### config.mk
export PLATFORM = sky130hd
export DESIGN_NAME = smb_stretch_guard
export DESIGN_NICKNAME = d
export VERILOG_FILES = /design/src/rtl/smb_guard_pkg.sv /design/src/rtl/smb_us_tick.sv /design/src/rtl/smb_span_timer.sv /design/src/rtl/smb_stretch_guard.sv
export SDC_FILE = /design/constraint.sdc
export NUM_CORES = 1
export LEC_CHECK = 0
export ABC_AREA = 1
export BUFFER_PORTS_ARGS = -buffer_cell sky130_fd_sc_hd__buf_2
export CAP_MARGIN = 10
export CORE_ASPECT_RATIO = 1.1
export CORE_MARGIN = 2
export CORE_UTILIZATION = 50
export CTS_BUF_LIST = sky130_fd_sc_hd__clkbuf_8
export DETAILED_ROUTE_END_ITERATION = 8
export PLACE_DENSITY = 0.73
export SETUP_SLACK_MARGIN = 0.5
export SLEW_MARGIN = 20
export SYNTH_ARGS = -nofsm -noshare
export SYNTH_HDL_FRONTEND = slang
export SYNTH_SLANG_ARGS = --single-unit
### constraint.sdc
create_clock -name clk -period 1.5 [get_ports clk]
set_input_delay 0.15 -clock clk [delete_from_list [all_inputs] [get_ports clk]]
set_output_delay 0.15 -clock clk [all_outputs]
set_load 0.01 [all_outputs]
### src/rtl/smb_guard_pkg.sv
package smb_guard_pkg;

    typedef enum logic [2:0] {
        G_IDLE    = 3'd0,
        G_ARMED   = 3'd1,
        G_WINDOW  = 3'd2,
        G_STRETCH = 3'd3,
        G_ABORTED = 3'd4
    } guard_state_t;

    localparam int unsigned US_PER_SEC = 1_000_000;

endpackage

### src/rtl/smb_us_tick.sv
module smb_us_tick #(
    parameter int unsigned DIV = 100
) (
    input  logic clk,
    input  logic rst_n,
    output logic tick
);
    localparam int unsigned CW = (DIV > 1) ? $clog2(DIV) : 1;
    localparam logic [CW-1:0] LAST = CW'(DIV - 1);

    logic [CW-1:0] cnt;

    always_ff @(posedge clk or negedge rst_n) begin
        if (!rst_n)
            cnt <= '0;
        else if (cnt == LAST)
            cnt <= '0;
        else
            cnt <= cnt + 1'b1;
    end

    assign tick = (cnt == LAST);
endmodule

### src/rtl/smb_span_timer.sv
module smb_span_timer #(
    parameter int unsigned LIMIT = 25000
) (
    input  logic clk,
    input  logic rst_n,
    input  logic tick,
    input  logic run,
    output logic expired
);
    localparam int unsigned CW = $clog2(LIMIT + 1);
    localparam logic [CW-1:0] TOP = CW'(LIMIT);

    logic [CW-1:0] cnt;

    always_ff @(posedge clk or negedge rst_n) begin
        if (!rst_n)
            cnt <= '0;
        else if (!run)
            cnt <= '0;
        else if (tick && cnt != TOP)
            cnt <= cnt + 1'b1;
    end

    assign expired = (cnt == TOP);
endmodule

### src/rtl/smb_stretch_guard.sv
module smb_stretch_guard
    import smb_guard_pkg::*;
#(
    parameter int unsigned CLK_HZ     = 100_000_000,
    parameter int unsigned STRETCH_US = 25_000,
    parameter int unsigned LOCK_US    = 35_000,
    parameter int unsigned BIT_W      = 4,
    parameter int unsigned ACK_IDX    = 8
) (
    input  logic             clk,
    input  logic             rst_n,
    input  logic             scl_in,
    input  logic             sda_in,
    input  logic [BIT_W-1:0] bit_idx,
    input  logic             start_det,
    input  logic             stop_det,
    input  logic             busy,
    output logic             scl_hold,
    output logic             abort,
    output logic             bus_release
);
    localparam int unsigned TICK_DIV = CLK_HZ / US_PER_SEC;
    localparam logic [BIT_W-1:0] ACK_CODE = BIT_W'(ACK_IDX);

    guard_state_t state, nxt;
    logic scl_q;
    logic scl_fall;
    logic tick;
    logic stretch_exp;
    logic [1:0] line_low;
    logic [1:0] line_exp;
    logic lock_hit;

    smb_us_tick #(.DIV(TICK_DIV)) u_tick (
        .clk  (clk),
        .rst_n(rst_n),
        .tick (tick)
    );

    smb_span_timer #(.LIMIT(STRETCH_US)) u_stretch_tmr (
        .clk    (clk),
        .rst_n  (rst_n),
        .tick   (tick),
        .run    (state == G_STRETCH),
        .expired(stretch_exp)
    );

    assign line_low = {~sda_in, ~scl_in};

    for (genvar g = 0; g < 2; g++) begin : g_lock
        smb_span_timer #(.LIMIT(LOCK_US)) u_lock_tmr (
            .clk    (clk),
            .rst_n  (rst_n),
            .tick   (tick),
            .run    (line_low[g]),
            .expired(line_exp[g])
        );
    end

    assign lock_hit = |line_exp;
    assign scl_fall = scl_q & ~scl_in;

    always_ff @(posedge clk or negedge rst_n) begin
        if (!rst_n)
            scl_q <= 1'b1;
        else
            scl_q <= scl_in;
    end

    always_comb begin
        nxt = state;
        unique case (state)
            G_IDLE: begin
                if (start_det)
                    nxt = G_ARMED;
                else if (scl_fall && bit_idx == ACK_CODE)
                    nxt = G_WINDOW;
            end
            G_ARMED: begin
                if (stop_det)
                    nxt = G_IDLE;
                else if (scl_fall)
                    nxt = G_WINDOW;
            end
            G_WINDOW: begin
                if (scl_in)
                    nxt = G_IDLE;
                else if (busy)
                    nxt = G_STRETCH;
            end
            G_STRETCH: begin
                if (!busy || stretch_exp)
                    nxt = G_IDLE;
            end
            G_ABORTED: begin
                if (stop_det || (scl_in && sda_in))
                    nxt = G_IDLE;
            end
        endcase
        if (lock_hit && state != G_ABORTED)
            nxt = G_ABORTED;
    end

    always_ff @(posedge clk or negedge rst_n) begin
        if (!rst_n)
            state <= G_IDLE;
        else
            state <= nxt;
    end

    always_comb begin
        scl_hold    = (state == G_STRETCH);
        bus_release = (state == G_ABORTED);
        abort       = lock_hit && (state != G_ABORTED);
    end
endmodule

==> results.py <==
metrics = {
    "cells_and_area": {
        "drive_gt1_share_pct": 43.81,
        "layout_commonest_cell": "sky130_fd_sc_hd__nand2_1",
        "area_growth_pct": 51.06,
        "antennaDiodeCount": 0,
        "post-route-util_pct": 77.33,
        "most_frequent_cells_in_the_layout": "sky130_fd_sc_hd__nand2_1, sky130_fd_sc_hd__buf_4, sky130_fd_sc_hd__dfrtp_1",
        "finalNetCount": 675,
        "layout.filler_cells": 435,
    },
    "route": {
        "avgRoutedWirePerCell_um": 17.57,
        "drt-initial-drc-count": 423,
        "num_vias": 4473,
        "firstDrtPassIters": 5,
        "vias_per_cell": 5.972,
        "antenna_violating_nets_post_route": 0,
        "wirelength_mm": 13.16,
        "drc_errors": 0,
    },
    "sta": {
        "timing.final.hold_violations": 0,
        "relSlewSlack_pct": 62.20,
        "final.setup_skew_ps": 14.56,
        "holdWs_ps": 25.88,
        "setup-violations-final": 51,
        "rsz0062_at_grt": "true",
        "fin_crit_ps": 1809,
        "drv_slew": 0,
        "final_min_period_over_clock_period_pct": 120.6,
        "maxClockFrequency_ghz": 0.5528,
        "tightestPinTransition_ps": 562.7,
        "layout_setup_ws_ps": -309.1,
    },
    "power": {
        "power.static_leakage_nw": 2.645,
        "power.ir.vdd_worst_v": 0.0004634,
        "powerDensity_mw_per_mm2": 661.1,
    },
    "flow_run": {
        "cap_violations": 0,
    },
    "synthesis": {
        "synth-seq-area-share_pct": 38.39,
        "syn-num-nets": 542,
        "distinct_cell_type_count_of_the_synthesized_netlist": 34,
        "synth.cell_area_mm2": 0.003784,
        "ys.warnings.count": 0,
        "synth.ff_latch_count": 58,
        "syn_avg_cell_area_um2": 7.221,
        "fraction_of_post_synthesis_cell_area_in_the_top_cell_type_by_area_pct": 37.70,
        "netlist_instances": 524,
        "biggest_area_consumer_among_synthesized_cells": "sky130_fd_sc_hd__dfrtp_1",
        "synthTopCellsByArea": "sky130_fd_sc_hd__dfrtp_1, sky130_fd_sc_hd__nand2_1, sky130_fd_sc_hd__nand3_1",
    },
    "setup_path": {
        "worst_setup_path_type": "reg -> reg",
        "worstSetupEndpointType": "flop",
        "timing.critical_path.max_delay_family": "simple AND/OR/NAND/NOR gates",
        "worst_path_most_repeated_cell": "sky130_fd_sc_hd__buf_6",
        "worstReg2RegEnd": "g_lock[0].u_lock_tmr.cnt[7]$_DFFE_PN0P_",
        "worst-r2r-cell-count": 10,
        "worst_reg2reg_setup_slack_ps": -310,
        "crit_path_start_kind": "flop",
        "cp_num_buf_inv": 4,
        "worst_ep_required_time_ps": 1770,
        "crit_path_cell_trace": "nor2_1, nand2_1, nor2_4, buf_6, a21oi_4, buf_6, nor2_4, buf_6, inv_6, o21ai_1",
        "max_fanout_on_critical_path": 6,
        "cp_max_stage_cell": "sky130_fd_sc_hd__dfrtp_1",
        "arrival_ps": 2080,
        "regToRegStartpoint": "g_lock[0].u_lock_tmr.cnt[8]$_DFFE_PN0P_",
        "cp_slowest_stage_delay_ps": 450,
    },
    "min_path": {
        "cell_count_of_the_worst_hold_path": 1,
        "worst_hold_endpoint": "scl_q$_DFF_PN1_",
        "holdCritStartpoint": "scl_in",
        "hold_class": "in -> reg",
    },
    "clock_tree": {
        "number_of_levels_in_the_clock_h_tree": 3,
        "tritoncts": "yes",
        "ctsLongestPathBuffers": 2,
        "clock_insertion_delay_worst_skew_ps": 350,
        "clk_root_buffer_cell": "sky130_fd_sc_hd__clkbuf_8",
        "clock_input_transition_at_the_sequential_cells_of_the_worst_setup_and_hold_paths_ps": 70,
        "cts_num_sinks": 58,
        "numCtsBuffers": 9,
    },
    "floorplan": {
        "top_level_ports": 14,
        "starting_utilization_of_the_core_area_pct": 51.19,
        "rows": 33,
        "die_area_mm2": 0.008280,
        "fp.dieH_um": 95.24,
        "dieWidth_um": 86.94,
        "area_of_the_placeable_core_mm2": 0.007391,
    },
    "status": {
        "violations": "setup timing",
        "outcome": "finished with violations",
    },
    "global_routing": {
        "grt_antenna_before_repair": 0,
        "vias_in_the_first_global_route": 3966,
        "grt_start_max_net_pins": 59,
        "grtUsageTotal_pct": 27.36,
        "grt_pass1_wl_mm": 17.81,
        "grt_overflow": 0,
    },
    "placement": {
        "port_buffer_cells": 13,
        "detailedPlacementHpwl_mm": 6.862,
        "gp_weighted_congestion": 0.8814,
    },
}
## cell usage after synthesis
| master | number |
|---|---|
| sky130_fd_sc_hd__o21ai_1 | 4 |
| sky130_fd_sc_hd__nand2_2 | 6 |
| sky130_fd_sc_hd__nor2_2 | 2 |
| sky130_fd_sc_hd__clkbuf_2 | 1 |
| sky130_fd_sc_hd__inv_2 | 6 |
| sky130_fd_sc_hd__o21ai_2 | 9 |
| sky130_fd_sc_hd__nor3_1 | 20 |
| sky130_fd_sc_hd__o21ai_0 | 22 |
| sky130_fd_sc_hd__buf_2 | 1 |
| sky130_fd_sc_hd__nand4_1 | 36 |
| sky130_fd_sc_hd__clkbuf_1 | 2 |
| sky130_fd_sc_hd__nor2_4 | 6 |
| sky130_fd_sc_hd__ha_1 | 7 |
| sky130_fd_sc_hd__dfstp_2 | 1 |
| sky130_fd_sc_hd__o21bai_1 | 3 |
| sky130_fd_sc_hd__dfrtp_1 | 57 |
| sky130_fd_sc_hd__nand3_1 | 61 |
| sky130_fd_sc_hd__xor2_1 | 11 |
| sky130_fd_sc_hd__inv_1 | 56 |
| sky130_fd_sc_hd__nor3_4 | 1 |
| sky130_fd_sc_hd__nand2_1 | 129 |
| sky130_fd_sc_hd__or2_2 | 1 |
| sky130_fd_sc_hd__buf_4 | 1 |
| sky130_fd_sc_hd__a21oi_1 | 9 |
| sky130_fd_sc_hd__nor2_1 | 60 |
| sky130_fd_sc_hd__nand3_4 | 1 |
| sky130_fd_sc_hd__buf_6 | 2 |
| sky130_fd_sc_hd__a21oi_4 | 2 |
| sky130_fd_sc_hd__and3_1 | 1 |
| sky130_fd_sc_hd__a21oi_2 | 2 |
| sky130_fd_sc_hd__buf_12 | 1 |
| sky130_fd_sc_hd__nor2b_1 | 1 |
| sky130_fd_sc_hd__clkinv_1 | 1 |
| sky130_fd_sc_hd__inv_4 | 1 |
## cells by family after synthesis
group                    after synthesis  share of synthesized area [%]
AO/OA/AOI/OAI                         51                          8.631
XOR/XNOR                              11                          2.546
buffers and inverters                 72                          8.201
adder cells (fa/ha/maj)                7                          2.315
AND/OR/NAND/NOR                      325                          39.91
flip-flops                            58                          38.39
## metal layers
| metal | wire length, µm | GRT usage (%) |
|---|---|---|
| met3 | 922 | 4.242 |
| met5 | 0 | 0 |
| met1 | 4856 | 32.87 |
| met4 | 685 | 12.63 |
| met2 | 6698 | 47.84 |
## worst reg2reg max path, cell delays in order (launching register included)
cell	delay (ps)
sky130_fd_sc_hd__dfrtp_1	450
sky130_fd_sc_hd__nor2_1	190
sky130_fd_sc_hd__nand2_1	120
sky130_fd_sc_hd__nor2_4	150
sky130_fd_sc_hd__buf_6	110
sky130_fd_sc_hd__a21oi_4	60
sky130_fd_sc_hd__buf_6	110
sky130_fd_sc_hd__nor2_4	220
sky130_fd_sc_hd__buf_6	160
sky130_fd_sc_hd__inv_6	50
sky130_fd_sc_hd__o21ai_1	120
## how the worst max path moves through the flow
stage	from	endpoint	slack, ps	cells after the start
after global placement	g_lock[1].u_lock_tmr.cnt[7]$_DFFE_PN0P_	g_lock[1].u_lock_tmr.cnt[0]$_DFFE_PN0P_	-30	8
after CTS	g_lock[0].u_lock_tmr.cnt[1]$_DFFE_PN0P_	abort	-170	9
final	g_lock[0].u_lock_tmr.cnt[8]$_DFFE_PN0P_	g_lock[0].u_lock_tmr.cnt[7]$_DFFE_PN0P_	-310	10
after floorplan	g_lock[1].u_lock_tmr.cnt[0]$_DFFE_PN0P_	g_lock[1].u_lock_tmr.cnt[14]$_DFFE_PN0P_	20	10
after global routing	g_lock[0].u_lock_tmr.cnt[10]$_DFFE_PN0P_	g_lock[0].u_lock_tmr.cnt[14]$_DFFE_PN0P_	-340	9
after detailed placement	u_tick.cnt[0]$_DFF_PN0_	u_stretch_tmr.cnt[2]$_DFFE_PN0P_	-80	8
## power by group
| group | switching [mW] | leakage [nW] | internal [mW] |
|---|---|---|---|
| clock network | 0.635 | 0.106 | 0.661 |
| logic | 0.543 | 1.75 | 0.322 |
| registers | 0.0244 | 0.786 | 1.59 |
## per-stage QoR
stage          instances  setup TNS, ps  total power, mW  area, µm²  setup slack, ps
2_1_floorplan        524              0            2.027       3914            18.75
3_3_place_gp         672         -150.3            2.184       4463           -30.22
3_5_place_dp         672         -948.0            2.199       4463           -78.58
4_1_cts              726          -3185            3.613       5162           -167.5
5_1_grt              749         -10620            3.920       5715           -343.7
6_report             749          -7015            3.778       5715           -309.1
## final cells by class
| class | count | area [µm²] | share of cell area [%] |
|---|---|---|---|
| multi-input cells | 394 | 2532 | 44.31 |
| flip-flops and latches | 58 | 1455 | 25.46 |
| repair buffers | 128 | 1169 | 20.45 |
| inverters | 64 | 260.3 | 4.553 |
| clock buffers | 11 | 151.4 | 2.649 |
| well taps | 87 | 108.9 | 1.905 |
| repair inverters | 2 | 20.02 | 0.3503 |
| clock inverters | 5 | 18.77 | 0.3284 |
## sequential cells by signal, indices dropped and copies added (netlist names)
name and cells:
state 3, u_stretch_tmr.cnt 15, g_lock.u_lock_tmr.cnt 32, scl_q 1, u_tick.cnt 7
## what timing repair did
action / in CTS / in global routing
cloned: 5 / 1
endpoints found under the hold margin: 57 / 0
setup endpoints to repair: 58 / 58
pin swaps: 20 / 37
hold buffers: 1 / 0
resized for setup: 52 / 105
setup buffers: 32 / 22
Note: power is estimated with default switching activity, not from simulation.
